File: src/rtl/qnco_pkg.sv
package qnco_pkg;
  typedef enum logic [1:0] {
    ST_IDLE = 2'd0,
    ST_CALC = 2'd1,
    ST_HOLD = 2'd2,
    ST_RUN  = 2'd3
  } qnco_state_e;
endpackage

File: src/rtl/qnco_div.sv
// Restoring divider, one quotient bit per cycle: quot = (num << W) / den.
// It requires num < den, so the quotient fits in W bits.
module qnco_div #(
  parameter int W = 32
) (
  input  logic         clk,
  input  logic         rst_n,
  input  logic         load,
  input  logic [W-1:0] num,
  input  logic [W-1:0] den,
  output logic         last_o,
  output logic [W-1:0] quot_nxt_o
);
  localparam int CW = $clog2(W);

  logic [W-1:0]  rem_q, rem_d, den_q, den_d, quot_q, quot_d;
  logic [CW-1:0] cnt_q, cnt_d;
  logic          run_q, run_d;
  logic [W:0]    shifted, diff;
  logic          ge;

  always_comb begin
    shifted = {rem_q, 1'b0};
    diff    = shifted - {1'b0, den_q};
    ge      = shifted >= {1'b0, den_q};
    last_o  = run_q && (cnt_q == CW'(W-1));
    quot_nxt_o = {quot_q[W-2:0], ge};

    rem_d  = rem_q;
    den_d  = den_q;
    quot_d = quot_q;
    cnt_d  = cnt_q;
    run_d  = run_q;
    if (load) begin
      rem_d  = num;
      den_d  = den;
      quot_d = '0;
      cnt_d  = '0;
      run_d  = 1'b1;
    end else if (run_q) begin
      rem_d  = ge ? diff[W-1:0] : shifted[W-1:0];
      quot_d = quot_nxt_o;
      cnt_d  = cnt_q + 1'b1;
      run_d  = !last_o;
    end
  end

  always_ff @(posedge clk or negedge rst_n) begin
    if (!rst_n) begin
      rem_q  <= '0;
      den_q  <= '0;
      quot_q <= '0;
      cnt_q  <= '0;
      run_q  <= 1'b0;
    end else begin
      rem_q  <= rem_d;
      den_q  <= den_d;
      quot_q <= quot_d;
      cnt_q  <= cnt_d;
      run_q  <= run_d;
    end
  end
endmodule

File: src/rtl/qnco_acc.sv
// Phase accumulator with a load port and a step enable; output is the MSB.
module qnco_acc #(
  parameter int W = 32
) (
  input  logic         clk,
  input  logic         rst_n,
  input  logic         load,
  input  logic [W-1:0] load_val,
  input  logic         en,
  input  logic [W-1:0] inc,
  output logic         msb_o
);
  logic [W-1:0] ph_q, ph_d;

  always_comb begin
    ph_d = ph_q;
    if (load)    ph_d = load_val;
    else if (en) ph_d = ph_q + inc;
  end

  always_ff @(posedge clk or negedge rst_n) begin
    if (!rst_n) ph_q <= '0;
    else        ph_q <= ph_d;
  end

  assign msb_o = ph_q[W-1];
endmodule

File: src/rtl/quad_nco.sv
module quad_nco #(
  parameter int ACC_W = 32,
  parameter int LAG   = 4
) (
  input  logic             clk,
  input  logic             rst_n,
  input  logic             start,
  input  logic [ACC_W-1:0] tgt_freq,
  input  logic [ACC_W-1:0] clk_freq,
  output logic             i_out,
  output logic             q_out,
  output logic             busy,
  output logic             ready,
  output logic             err
);
  import qnco_pkg::*;

  localparam logic [ACC_W-1:0] QTR   = ACC_W'(1) << (ACC_W - 2);
  localparam logic [ACC_W-1:0] LAG_W = ACC_W'(LAG);

  // reset synchronizer: asynchronous assert, synchronous release
  logic rst_s1, rst_s2;
  always_ff @(posedge clk or negedge rst_n) begin
    if (!rst_n) begin
      rst_s1 <= 1'b0;
      rst_s2 <= 1'b0;
    end else begin
      rst_s1 <= 1'b1;
      rst_s2 <= rst_s1;
    end
  end

  qnco_state_e      state_q, state_d;
  logic             err_q, err_d;
  logic [ACC_W-1:0] inc_q;
  logic             inc_ld;
  logic [LAG-1:0]   lag_q, lag_d;
  logic             div_load, div_last, acc_load, bad_req, running;
  logic [ACC_W-1:0] quot_nxt;
  logic [ACC_W-1:0] load_val [2];
  logic             step_en  [2];
  logic             wave     [2];

  qnco_div #(.W(ACC_W)) div_i (
    .clk        (clk),
    .rst_n      (rst_s2),
    .load       (div_load),
    .num        (tgt_freq),
    .den        (clk_freq),
    .last_o     (div_last),
    .quot_nxt_o (quot_nxt)
  );

  always_comb begin
    bad_req  = (clk_freq == '0) || ({tgt_freq, 2'b00} >= {2'b00, clk_freq});
    state_d  = state_q;
    err_d    = err_q;
    div_load = 1'b0;
    acc_load = 1'b0;
    inc_ld   = 1'b0;
    load_val[0] = '0;
    load_val[1] = '0;
    unique case (state_q)
      ST_IDLE, ST_RUN: begin
        if (start) begin
          acc_load = 1'b1;
          if (bad_req) begin
            err_d   = 1'b1;
            state_d = ST_IDLE;
          end else begin
            err_d    = 1'b0;
            div_load = 1'b1;
            state_d  = ST_CALC;
          end
        end
      end
      ST_CALC: begin
        if (div_last) begin
          acc_load    = 1'b1;
          inc_ld      = 1'b1;
          load_val[1] = LAG_W * quot_nxt - QTR;
          state_d     = ST_HOLD;
        end
      end
      ST_HOLD: begin
        if (start) state_d = ST_RUN;
      end
      default: state_d = ST_IDLE;
    endcase
  end

  assign running = (state_q == ST_RUN);
  assign lag_d   = acc_load ? '0 : LAG'({lag_q, running});

  always_ff @(posedge clk or negedge rst_s2) begin
    if (!rst_s2) begin
      state_q <= ST_IDLE;
      err_q   <= 1'b0;
      lag_q   <= '0;
      inc_q   <= '0;
    end else begin
      state_q <= state_d;
      err_q   <= err_d;
      lag_q   <= lag_d;
      if (inc_ld) inc_q <= quot_nxt;
    end
  end

  assign step_en[0] = running;
  assign step_en[1] = lag_q[LAG-1];

  for (genvar c = 0; c < 2; c++) begin : g_chan
    qnco_acc #(.W(ACC_W)) acc_i (
      .clk      (clk),
      .rst_n    (rst_s2),
      .load     (acc_load),
      .load_val (load_val[c]),
      .en       (step_en[c]),
      .inc      (inc_q),
      .msb_o    (wave[c])
    );
  end

  assign i_out = wave[0];
  assign q_out = wave[1];
  assign busy  = (state_q == ST_CALC);
  assign ready = (state_q == ST_HOLD);
  assign err   = err_q;
endmodule

File: config.mk
export PLATFORM = sky130hd
export DESIGN_NAME = quad_nco
export DESIGN_NICKNAME = d
export VERILOG_FILES = /design/src/rtl/qnco_pkg.sv /design/src/rtl/qnco_div.sv /design/src/rtl/qnco_acc.sv /design/src/rtl/quad_nco.sv
export SDC_FILE = /design/constraint.sdc
export NUM_CORES = 1
export LEC_CHECK = 0
export BUFFER_PORTS_ARGS = -buffer_cell sky130_fd_sc_hd__buf_2
export CAP_MARGIN = 10
export CORE_AREA = 2 2 222 224
export CTS_BUF_LIST = sky130_fd_sc_hd__clkbuf_8 sky130_fd_sc_hd__clkbuf_16
export CTS_CLUSTER_DIAMETER = 30
export CTS_CLUSTER_SIZE = 28
export DETAILED_ROUTE_END_ITERATION = 12
export DIE_AREA = 0 0 224 226
export GPL_ROUTABILITY_DRIVEN = 0
export HOLD_SLACK_MARGIN = 0.02
export PLACE_DENSITY = 0.53
export REMOVE_ABC_BUFFERS = 1
export SLEW_MARGIN = 10
export SYNTH_ARGS = -nofsm -noshare
export SYNTH_HDL_FRONTEND = slang
export SYNTH_SLANG_ARGS = --single-unit
File: constraint.sdc
create_clock -name clk -period 8.4 [get_ports clk]
set_clock_uncertainty 0.1 [all_clocks]
set_input_delay 1.68 -clock clk [delete_from_list [all_inputs] [get_ports clk]]
set_output_delay 1.68 -clock clk [all_outputs]
set_load 0.01 [all_outputs]
[After elaboration in Yosys (flattened, before gate mapping)]
Cells that the tools add are included.
Storage, ports and cells
  flip-flop bits (word level): 206
  input port bits: 67
  output and inout port bits: 5
Cells by class
  add/subtract/negate cells: 5
  $lt $le $gt $ge: 2
  eq/ne operators: 7
  muxes and demuxes: 29
  reduce and logical (&&, ||, !) cells: 11
Operators with widths (count)
  $mux W32: 9
  $add A32 B32 Y32: 2
  $mux W31: 2
  $ge A34 B32 Y1: 1
  $ge A33 B32 Y1: 1
  $logic_not A32 Y1: 1
  $sub A32 B31 Y32 const B: 1
  $sub A32 B32 Y32: 1
  $mux W1: 10
  $mux W5: 2
  $mux W2: 3
  $pmux W2 S3: 1
  $reduce_bool A2 Y1: 3
  $add A5 B1 Y5 const B: 1
  $eq A5 B5 Y1 const B: 1
  $eq A2 B2 Y1 const B: 2
  $mux W4: 1
  $ne A2 B2 Y1 const B: 2
  $reduce_and A3 Y1: 1
  $eq A2 B1 Y1 const B: 1
  $logic_not A2 Y1: 1
  $ne A2 B1 Y1 const B: 1
  $pmux W1 S2: 1
  $reduce_and A2 Y1: 1
  4 further kinds: 4

[Longest topological paths before layout]
Gate-level depths: netlist (run 1).
  depth in word-level cells: 6
  depth in mapped cells: 15
  mapped depth without buffers: 13

[By module]
From an unflattened synthesis (run 1), not the netlist that was laid out.
Second synthesis, totals
  cell total of the unflattened synthesis: 1695
  area, all modules: 14941.8 µm²
By module, submodules not included
  qnco_div: times used 1, cells an instance 709, area each 6263.5 µm², sequential area each 2527.4 µm²
  qnco_acc (g_chan[0].acc_i): times used 1, cells an instance 367, area each 3075.4 µm², sequential area each 800.8 µm²
  qnco_acc (g_chan[1].acc_i): times used 1, cells an instance 363, area each 3064.2 µm², sequential area each 800.8 µm²
  quad_nco: times used 1, cells an instance 256, area each 2538.7 µm², sequential area each 1026.0 µm²

[Least setup slack after synthesis (run 1)]
OpenSTA, ideal clock, no wires.
  path kind: in2reg
  start point: in clk_freq[27]
  end point: reg div_i.rem_q[0]
  library setup time: 0.125 ns
  arrival: 3.951 ns
  slack: 4.224 ns
  cell stages on the path: 10
  path buffers: 2
  cell sequence: inv_1 > ha_1 > nand4_1 > or4_1 > or4_1 > o221a_1 > nor2b_4 > buf_6 > buf_6 > mux2_4
Between the ends
  word-level cells in the longest chain between the ends: 6
  elaborated cells on any way between the ends: 8
  those cells by class: order compare (1); mux (4); reduce/logical (3)
RTL lines
  start, declared: RTL line quad_nco.sv:9  | input logic [ACC_W-1:0] clk_freq,
  $ge A34 B32 Y1 / $logic_not A32 Y1 (equally long branches): RTL line quad_nco.sv:55  | bad_req = (clk_freq == '0) || ({tgt_freq, 2'b00} >= {2'b00, clk_freq});
  $logic_or A1 B1 Y1 (*): RTL line quad_nco.sv:55
  $mux W1 (*): RTL line quad_nco.sv:67  | if (bad_req) begin
  $mux W1 (*): RTL line quad_nco.sv:65  | if (start) begin
  $mux W1 (*): RTL line quad_nco.sv:63  | unique case (state_q)
  $mux W32 / $reduce_bool A2 Y1 (equally long branches)
  end signal, assigned: RTL line qnco_div.sv:56  | rem_q <= rem_d;
  end, declared: RTL line qnco_div.sv:16  | logic [W-1:0] rem_q, rem_d, den_q, den_d, quot_q, quot_d;
Every way passes the cells marked *; elsewhere a longest branch is shown, timed or not.
A chain may end at the register's enable or synchronous reset.

[Worst setup path in the final report (run 1)]
  start point: in clk_freq[7]
  end point: reg div_i.rem_q[28]
Same word-level chain as after synthesis.

==> out/summary.md, run 1 <==
- 59 — total clock buffers created by CTS
- g_chan[0].acc_i.ph_q[24]$_DFFE_PN0P_ — RR Endpoint
- 0.01529 mm^2 — placed inst area
- 72 — number of top-level pins
- 5080 ps — critical path arrival
- 2 — CTS H-tree depth
- 0 — Final Hold Violating Endpoints
- 0.2965 — effective utilization at floorplan
- 0 — hold-fix buffers at CTS
- 0 — DRC viols
- 0.5561 — final worst-path cycle share
- 0 — setup fix buffers added after clock tree synthesis
- in -> reg — start-to-end type of the worst setup path
- 0 — final setup violation count
- 226 um — Die Height
- 0.2851 mV — peak ir drop on the vdd network
- 0.01433 mm^2 — Cell Area, Synth
- dfrtp_1 (36%), ha_1 (11%), a21oi_1 (4.8%), nand2_1 (4.4%), nor2_1 (3.6%) — Synth area leaders
- 16.22 um — Avg WL per Cell
- 0.005162 mm^2 — area taken by flip-flops and latches
- 8810 ps — critical path required time
- flop — critical path endpoint category
- inc_q[0]$_DFFE_PN0P_ — Critical R2R Launch
- 0.3457 — Worst slew margin
- 1884 — number of nets in the layout
- 590 — number of DRC markers after the initial detailed-route iteration
- 78 — maximum fanout along the worst path
- 0.3597 — share of the yosys chip area belonging to registers
- 5.087 — number of vias per cell
- 0 — final number of max-transition violations
- 2246 — placed cells
- input port — startpoint kind of the worst setup timing path
- 0.04834 mm^2 — core area
- 81 — standard-cell row count
- 0 — global route overflow
- 0.2509 — grt met2 use
- 5 — Initial DRT Pass Iterations
- 12210 — number of global-route vias before repair
- 8.155 mW — post-route total power
- 50 ps — clock edge transition at the registers on the reported setup and hold paths
- 0 — post-cts repair resize count
- 0.2141 GHz — Achievable Freq
- 1.000 — proportion of register bits with asynchronous set or reset after synthesis
- 8.907 um^2 — Avg Inst Size Synth
- 165 — maximum number of pins on one net before global-route repair
- 2355 — post-layout instance count excluding filler cells
- 11980 — total via count in the routed design
- 0 — number of enable-type register cells in the synthesized netlist
- 0.008528 mm^2 — area taken by multi-input logic gates
- 0.1531 — all-layer global routing usage
- 26980 um — half-perimeter wire length of the detailed placement result
- 0.05062 mm^2 — DIE AREA
- 3 — clk buf depth
- 0 — MaxCap Viol Count
- 4671 ps — post-route minimum period
- dfrtp_1 — leading area contributor after synthesis
- 13 — R2R depth
- 206 — flops & latches, synth
- 4690 ps — worst-case register-to-register setup slack
- reg -> async — worst min-delay path category
- 206 — count of clock tree sinks
- 21.27% — signed area change from the synthesized netlist to the final layout
- 71 — count of input and output buffers
- 38200 um — total wirelength of the detailed-routed design
- 1609 — synthesized netlist cell count
- 4891 — layout filler cell count
- 0.1523 — fraction of layout cells with a size suffix above 1
- 81 — distinct cell type count after synthesis
- dfrtp_1 — most used flip-flop cell after synthesis
- 8.385 nW — leakage power
- 224 um — die outline width
- 0.03396 — met3 Resource Use GR
- 0 — synth warn
- dfrtp_1 — most numerous cell in the Yosys netlist
- 0.3597 — area fraction of the dominant cell type after synthesis
- 214.7 ps — tightest hold margin
- 0.01738 mm^2 — Design Area, Final
- yes — CTS tree
- 62800 um — first-pass GRT wire length
- 0 — number of diodes
- false — unrepaired setup endpoints after global routing
- 590 ps — Clock Latency Late Sink
- 979.4 ps — Worst Max-Slew Pin Slew
- 0 — initial antenna violation count
- clkbuf_16 — cell at the root of the clock tree
- 469.3 mW/mm^2 — Pwr Density
- 0 ps — final total negative setup slack
- 0 — DRT antenna net count
- 0.1988 — global-route track usage on met1
- met2 — most congested layer reported by global routing
- completed — run status
- dfrtp_1 (206), nand2_1 (167), nor2_1 (138) — commonest cells in the netlist
per-layer routing:
layer / wire length [um] / up-vias
met5: 0 / -
met4: 1098 / 0
met3: 1874 / 96
met2: 17190 / 235
met1: 18030 / 5697
li1: - / 5951
placed cells by master, fill, tap and decap left out, drive strengths merged, types with 4 or more instances in the layout:
cell	count
dfrtp	206
nand2	167
a21oi	139
nor2	138
ha	129
o21ai	124
inv	97
buf	84
clkbuf	66
a21o	59
xnor2	41
mux2i	39
xor2	37
mux2	34
nand3	27
clkinv	25
o211ai	21
a22o	20
a31oi	20
a211oi	20
nor3	19
nand2b	19
nor2b	16
o31ai	15
o21bai	15
nand4	14
o21a	13
nor4	11
and2	10
bufinv	10
or2	9
and3	9
nor3b	6
a31o	5
o22ai	5
o41ai	4
a211o	4
logic make-up after synthesis:
| group | share of synthesized area |
|---|---|
| buffers and inverters | 0.04749 |
| AND/OR/NAND/NOR | 0.1468 |
| adder cells (fa/ha/maj) | 0.1168 |
| multiplexers | 0.05422 |
| flip-flops | 0.3597 |
| XOR/XNOR | 0.04767 |
| other | 0.0002617 |
| AO/OA/AOI/OAI | 0.2270 |
through the flow:
| step | util | worst slack (ps) |
|---|---|---|
| after CTS | 0.3595 | 3645 |
| after floorplan | - | 1105 |
| after detailed placement | 0.3163 | 3030 |
| after global routing | 0.3595 | 3471 |
| after global placement | 0.3163 | 3008 |
| final | 0.3595 | 3729 |
flip-flops by register name, indices dropped and copies added, names as in the netlist, 2 cells and up:
register           flops
lag_q                  4
state_q                2
div_i.den_q           32
div_i.rem_q           32
inc_q                 32
g_chan.acc_i.ph_q     64
div_i.quot_q          31
div_i.cnt_q            5
worst max-delay path, stage by stage:
cell and delay (ps):
buf_2 100, inv_1 40, ha_1 280, a21o_1 180
a21o_1 170, a21oi_1 260, nor2_1 70, a211oi_1 360
o221a_1 290, nor2b_4 810, buf_12 370, nand2b_4 230
a21oi_1 50, a21oi_1 160
area by class of cell:
type                    instances  share of cell area
clock buffers                  66             0.09050
clock inverters                43             0.02981
inverters                      91             0.01965
multi-input cells            1243              0.4907
flip-flops and latches        206              0.2970
well taps                     622             0.04478
repair buffers                 84             0.02750
how the worst max path moves through the flow:
stage                               start                                   end  slack (ps)  depth (start not counted)
global placement              clk_freq[7]           div_i.rem_q[28]$_DFFE_PN0P_        3010                         14
CTS                           clk_freq[7]           div_i.rem_q[28]$_DFFE_PN0P_        3640                         14
floorplan           div_i.run_q$_DFF_PN0_  g_chan[0].acc_i.ph_q[13]$_DFFE_PN0P_        1100                          4
finish                        clk_freq[7]           div_i.rem_q[28]$_DFFE_PN0P_        3730                         14
global route                  clk_freq[7]           div_i.rem_q[28]$_DFFE_PN0P_        3470                         14
detailed placement            clk_freq[7]           div_i.rem_q[28]$_DFFE_PN0P_        3030                         14
where the power goes:
group | switching [mW] | internal, mW
Clock | 0.687 | 1.64
Sequential | 0.344 | 1.43
Combinational | 2.37 | 1.69
(Power assumes the default switching activity.)
==> inputs of run 2 (changes only) <==
- clock period: 8.4 -> 4.85 ns (I/O delays scaled with it)
==> run 2 against run 1 <==
  * Register-to-register slack got worse by 3500 ps
  * Core utilization fell by 0.18 points
  * Die area did not move
  * Critical endpoint is now div_i.rem_q[31]$_DFFE_PN0P_
  * Total power rose by 71%
==> out/summary.md, run 2 (synthesis gave the netlist of run 1 again) <==
- completed — run status
- 20.65% — signed area change from the synthesized netlist to the final layout
- yes — CTS tree
- 38040 um — total wirelength of the detailed-routed design
- 5240 ps — critical path required time
- 206 — count of clock tree sinks
- 685 — number of DRC markers after the initial detailed-route iteration
- false — unrepaired setup endpoints after global routing
- 81 — standard-cell row count
- 0.272 — clock share of power
- 0 — initial antenna violation count
- 0.7628 — final worst-path cycle share
- 4090 ps — critical path arrival
- 5.094 — number of vias per cell
- 136 — maximum number of pins on one net before global-route repair
- 620 ps — delay contributed by the slowest stage of the critical path
- 11980 — total via count in the routed design
- 40 ps — clock edge transition at the registers on the reported setup and hold paths
- nand2_2 — Slowest-stage cell, CP
- 0.4167 — sw frac
- 0.05062 mm^2 — DIE AREA
- 0.1475 — fraction of layout cells with a size suffix above 1
- 64 — max reg flops
- 12160 — number of global-route vias before repair
- 807.0 mW/mm^2 — Pwr Density
- 0 — setup fix buffers added after clock tree synthesis
- 4874 — layout filler cell count
- 0 — hold-fix buffers at CTS
- 0 — number of diodes
- 71 — count of input and output buffers
- 0.2936 — Worst slew margin
- 11 — R2R depth
- 13.95 mW — post-route total power
- 0 — final setup violation count
- 0 — DRC viols
- 5.815 mW — switching component of the power
- 0 — final number of max-transition violations
- flop — critical path endpoint category
- 52 — maximum fanout along the worst path
- dfrtp_1 (204), nand2_1 (166), nor2_1 (137) — commonest non-fill, non-tap cells in the layout
- 0.221 — power share of the sequential group
- div_i.rem_q[31]$_DFFE_PN0P_ — RR Endpoint
- 3700 ps — post-route minimum period
- 0.506 — fraction of power consumed by combinational cells
- 0 — post-cts repair resize count
- 0.04834 mm^2 — core area
- 8.349 nW — leakage power
- 0.3577 — share of the core filled with cells
- 8.139 mW — internal power consumption
- 0 — MaxCap Viol Count
- 1057 ps — Worst Max-Slew Pin Slew
- in -> async — worst min-delay path category
- 1150 ps — worst-case register-to-register setup slack
- 63100 um — first-pass GRT wire length
- 0.2703 GHz — Achievable Freq
- 0 — global route overflow
- 0.4133 mV — peak ir drop on the vdd network
- 0.1533 — all-layer global routing usage
- clkbuf_16 — cell at the root of the clock tree
- g_chan.acc_i.ph_q — Most flops, register
- 0 — DRT antenna net count
- dfrtp_1 — leading cell type in the layout, fill and taps excluded
- 3 — clk buf depth
- 57 — total clock buffers created by CTS
- 2 — CTS H-tree depth
- reg -> reg — start-to-end type of the worst setup path
- 0 — Final Hold Violating Endpoints
- 226 um — Die Height
- flop — startpoint kind of the worst setup timing path
- 1884 — number of nets in the layout
- 580 ps — Clock Latency Late Sink
- 0.2965 — effective utilization at floorplan
- 224 um — die outline width
- 27180 um — half-perimeter wire length of the detailed placement result
- 6 — Initial DRT Pass Iterations
- div_i.den_q[1]$_DFFE_PN0P_ — Critical R2R Launch
- 72 — number of top-level pins
- inv_1 -> ha_1 -> nor2b_1 -> o2111ai_1 -> a21oi_1 -> nor4b_4 -> o211ai_2 -> nand2_2 -> buf_4 -> a2111o_1 -> a31oi_2 — CP cell instances
- 16.18 um — Avg WL per Cell
## run 2: critical path: cells and delay by family (launching register included)
kind | cells | cell delay [ps]
adder cells (fa/ha/maj) | 1 | 300
AO/OA/AOI/OAI | 5 | 1380
AND/OR/NAND/NOR | 3 | 970
flip-flops | 1 | 370
buffers and inverters | 2 | 500
## run 2: final cells by class
cell class                      instances  area (um^2)  share of cell area
Clock buffer                           68         1589             0.09190
Clock inverter                         35        385.4             0.02229
Inverter                               91        341.6             0.01976
Multi-Input combinational cell       1243         8528              0.4932
Sequential cell                       206         5162              0.2986
Tap cell                              622        778.2             0.04501
Timing Repair Buffer                   86        505.5             0.02924
## run 2: stage by stage
| stage | hold slack (ps) | setup slack, ps | area, um^2 | TNS, ps | std cells |
|---|---|---|---|---|---|
| after floorplan | 231.2 | -2445 | 13990 | -406570 | 1540 |
| final | 78.86 | 1150 | 17290 | 0 | 2351 |
| after detailed placement | 149.0 | 784.2 | 15320 | 0 | 2248 |
| after global routing | 54.93 | 774.7 | 17290 | 0 | 2351 |
| after global placement | 149.0 | 817.8 | 15320 | 0 | 2248 |
| after CTS | 45.83 | 1128 | 17290 | 0 | 2351 |
## run 2: worst max path at each step
stage	end	cells past startpoint	start	slack (ps)
6_report	div_i.rem_q[31]$_DFFE_PN0P_	11	div_i.den_q[1]$_DFFE_PN0P_	1150
5_1_grt	div_i.rem_q[9]$_DFFE_PN0P_	11	div_i.den_q[1]$_DFFE_PN0P_	770
4_1_cts	div_i.rem_q[27]$_DFFE_PN0P_	11	div_i.den_q[11]$_DFFE_PN0P_	1130
3_5_place_dp	div_i.rem_q[28]$_DFFE_PN0P_	14	clk_freq[7]	780
3_3_place_gp	div_i.rem_q[28]$_DFFE_PN0P_	14	clk_freq[7]	820
2_1_floorplan	g_chan[0].acc_i.ph_q[13]$_DFFE_PN0P_	4	div_i.run_q$_DFF_PN0_	-2450
## run 2: power groups by stage
stage	registers [mW]	clock network (mW)	logic (mW)
global placement	3.10	0	6.94
global route	3.20	3.98	7.97
detailed placement	3.11	0	7.03
floorplan	2.99	0	5.42
finish	3.09	3.80	7.07
CTS	3.09	3.89	7.08
## run 2: routing by layer
| layer | vias up | GRT usage | wire length (um) | part of all wire |
|---|---|---|---|---|
| met3 | 71 | 0.02680 | 1624 | 0.043 |
| met4 | 0 | 0.05376 | 967 | 0.025 |
| met1 | 5721 | 0.1997 | 17910 | 0.47 |
| met5 | - | 0 | 0 | 0 |
| li1 | 5942 | - | - | - |
| met2 | 243 | 0.2558 | 17530 | 0.46 |
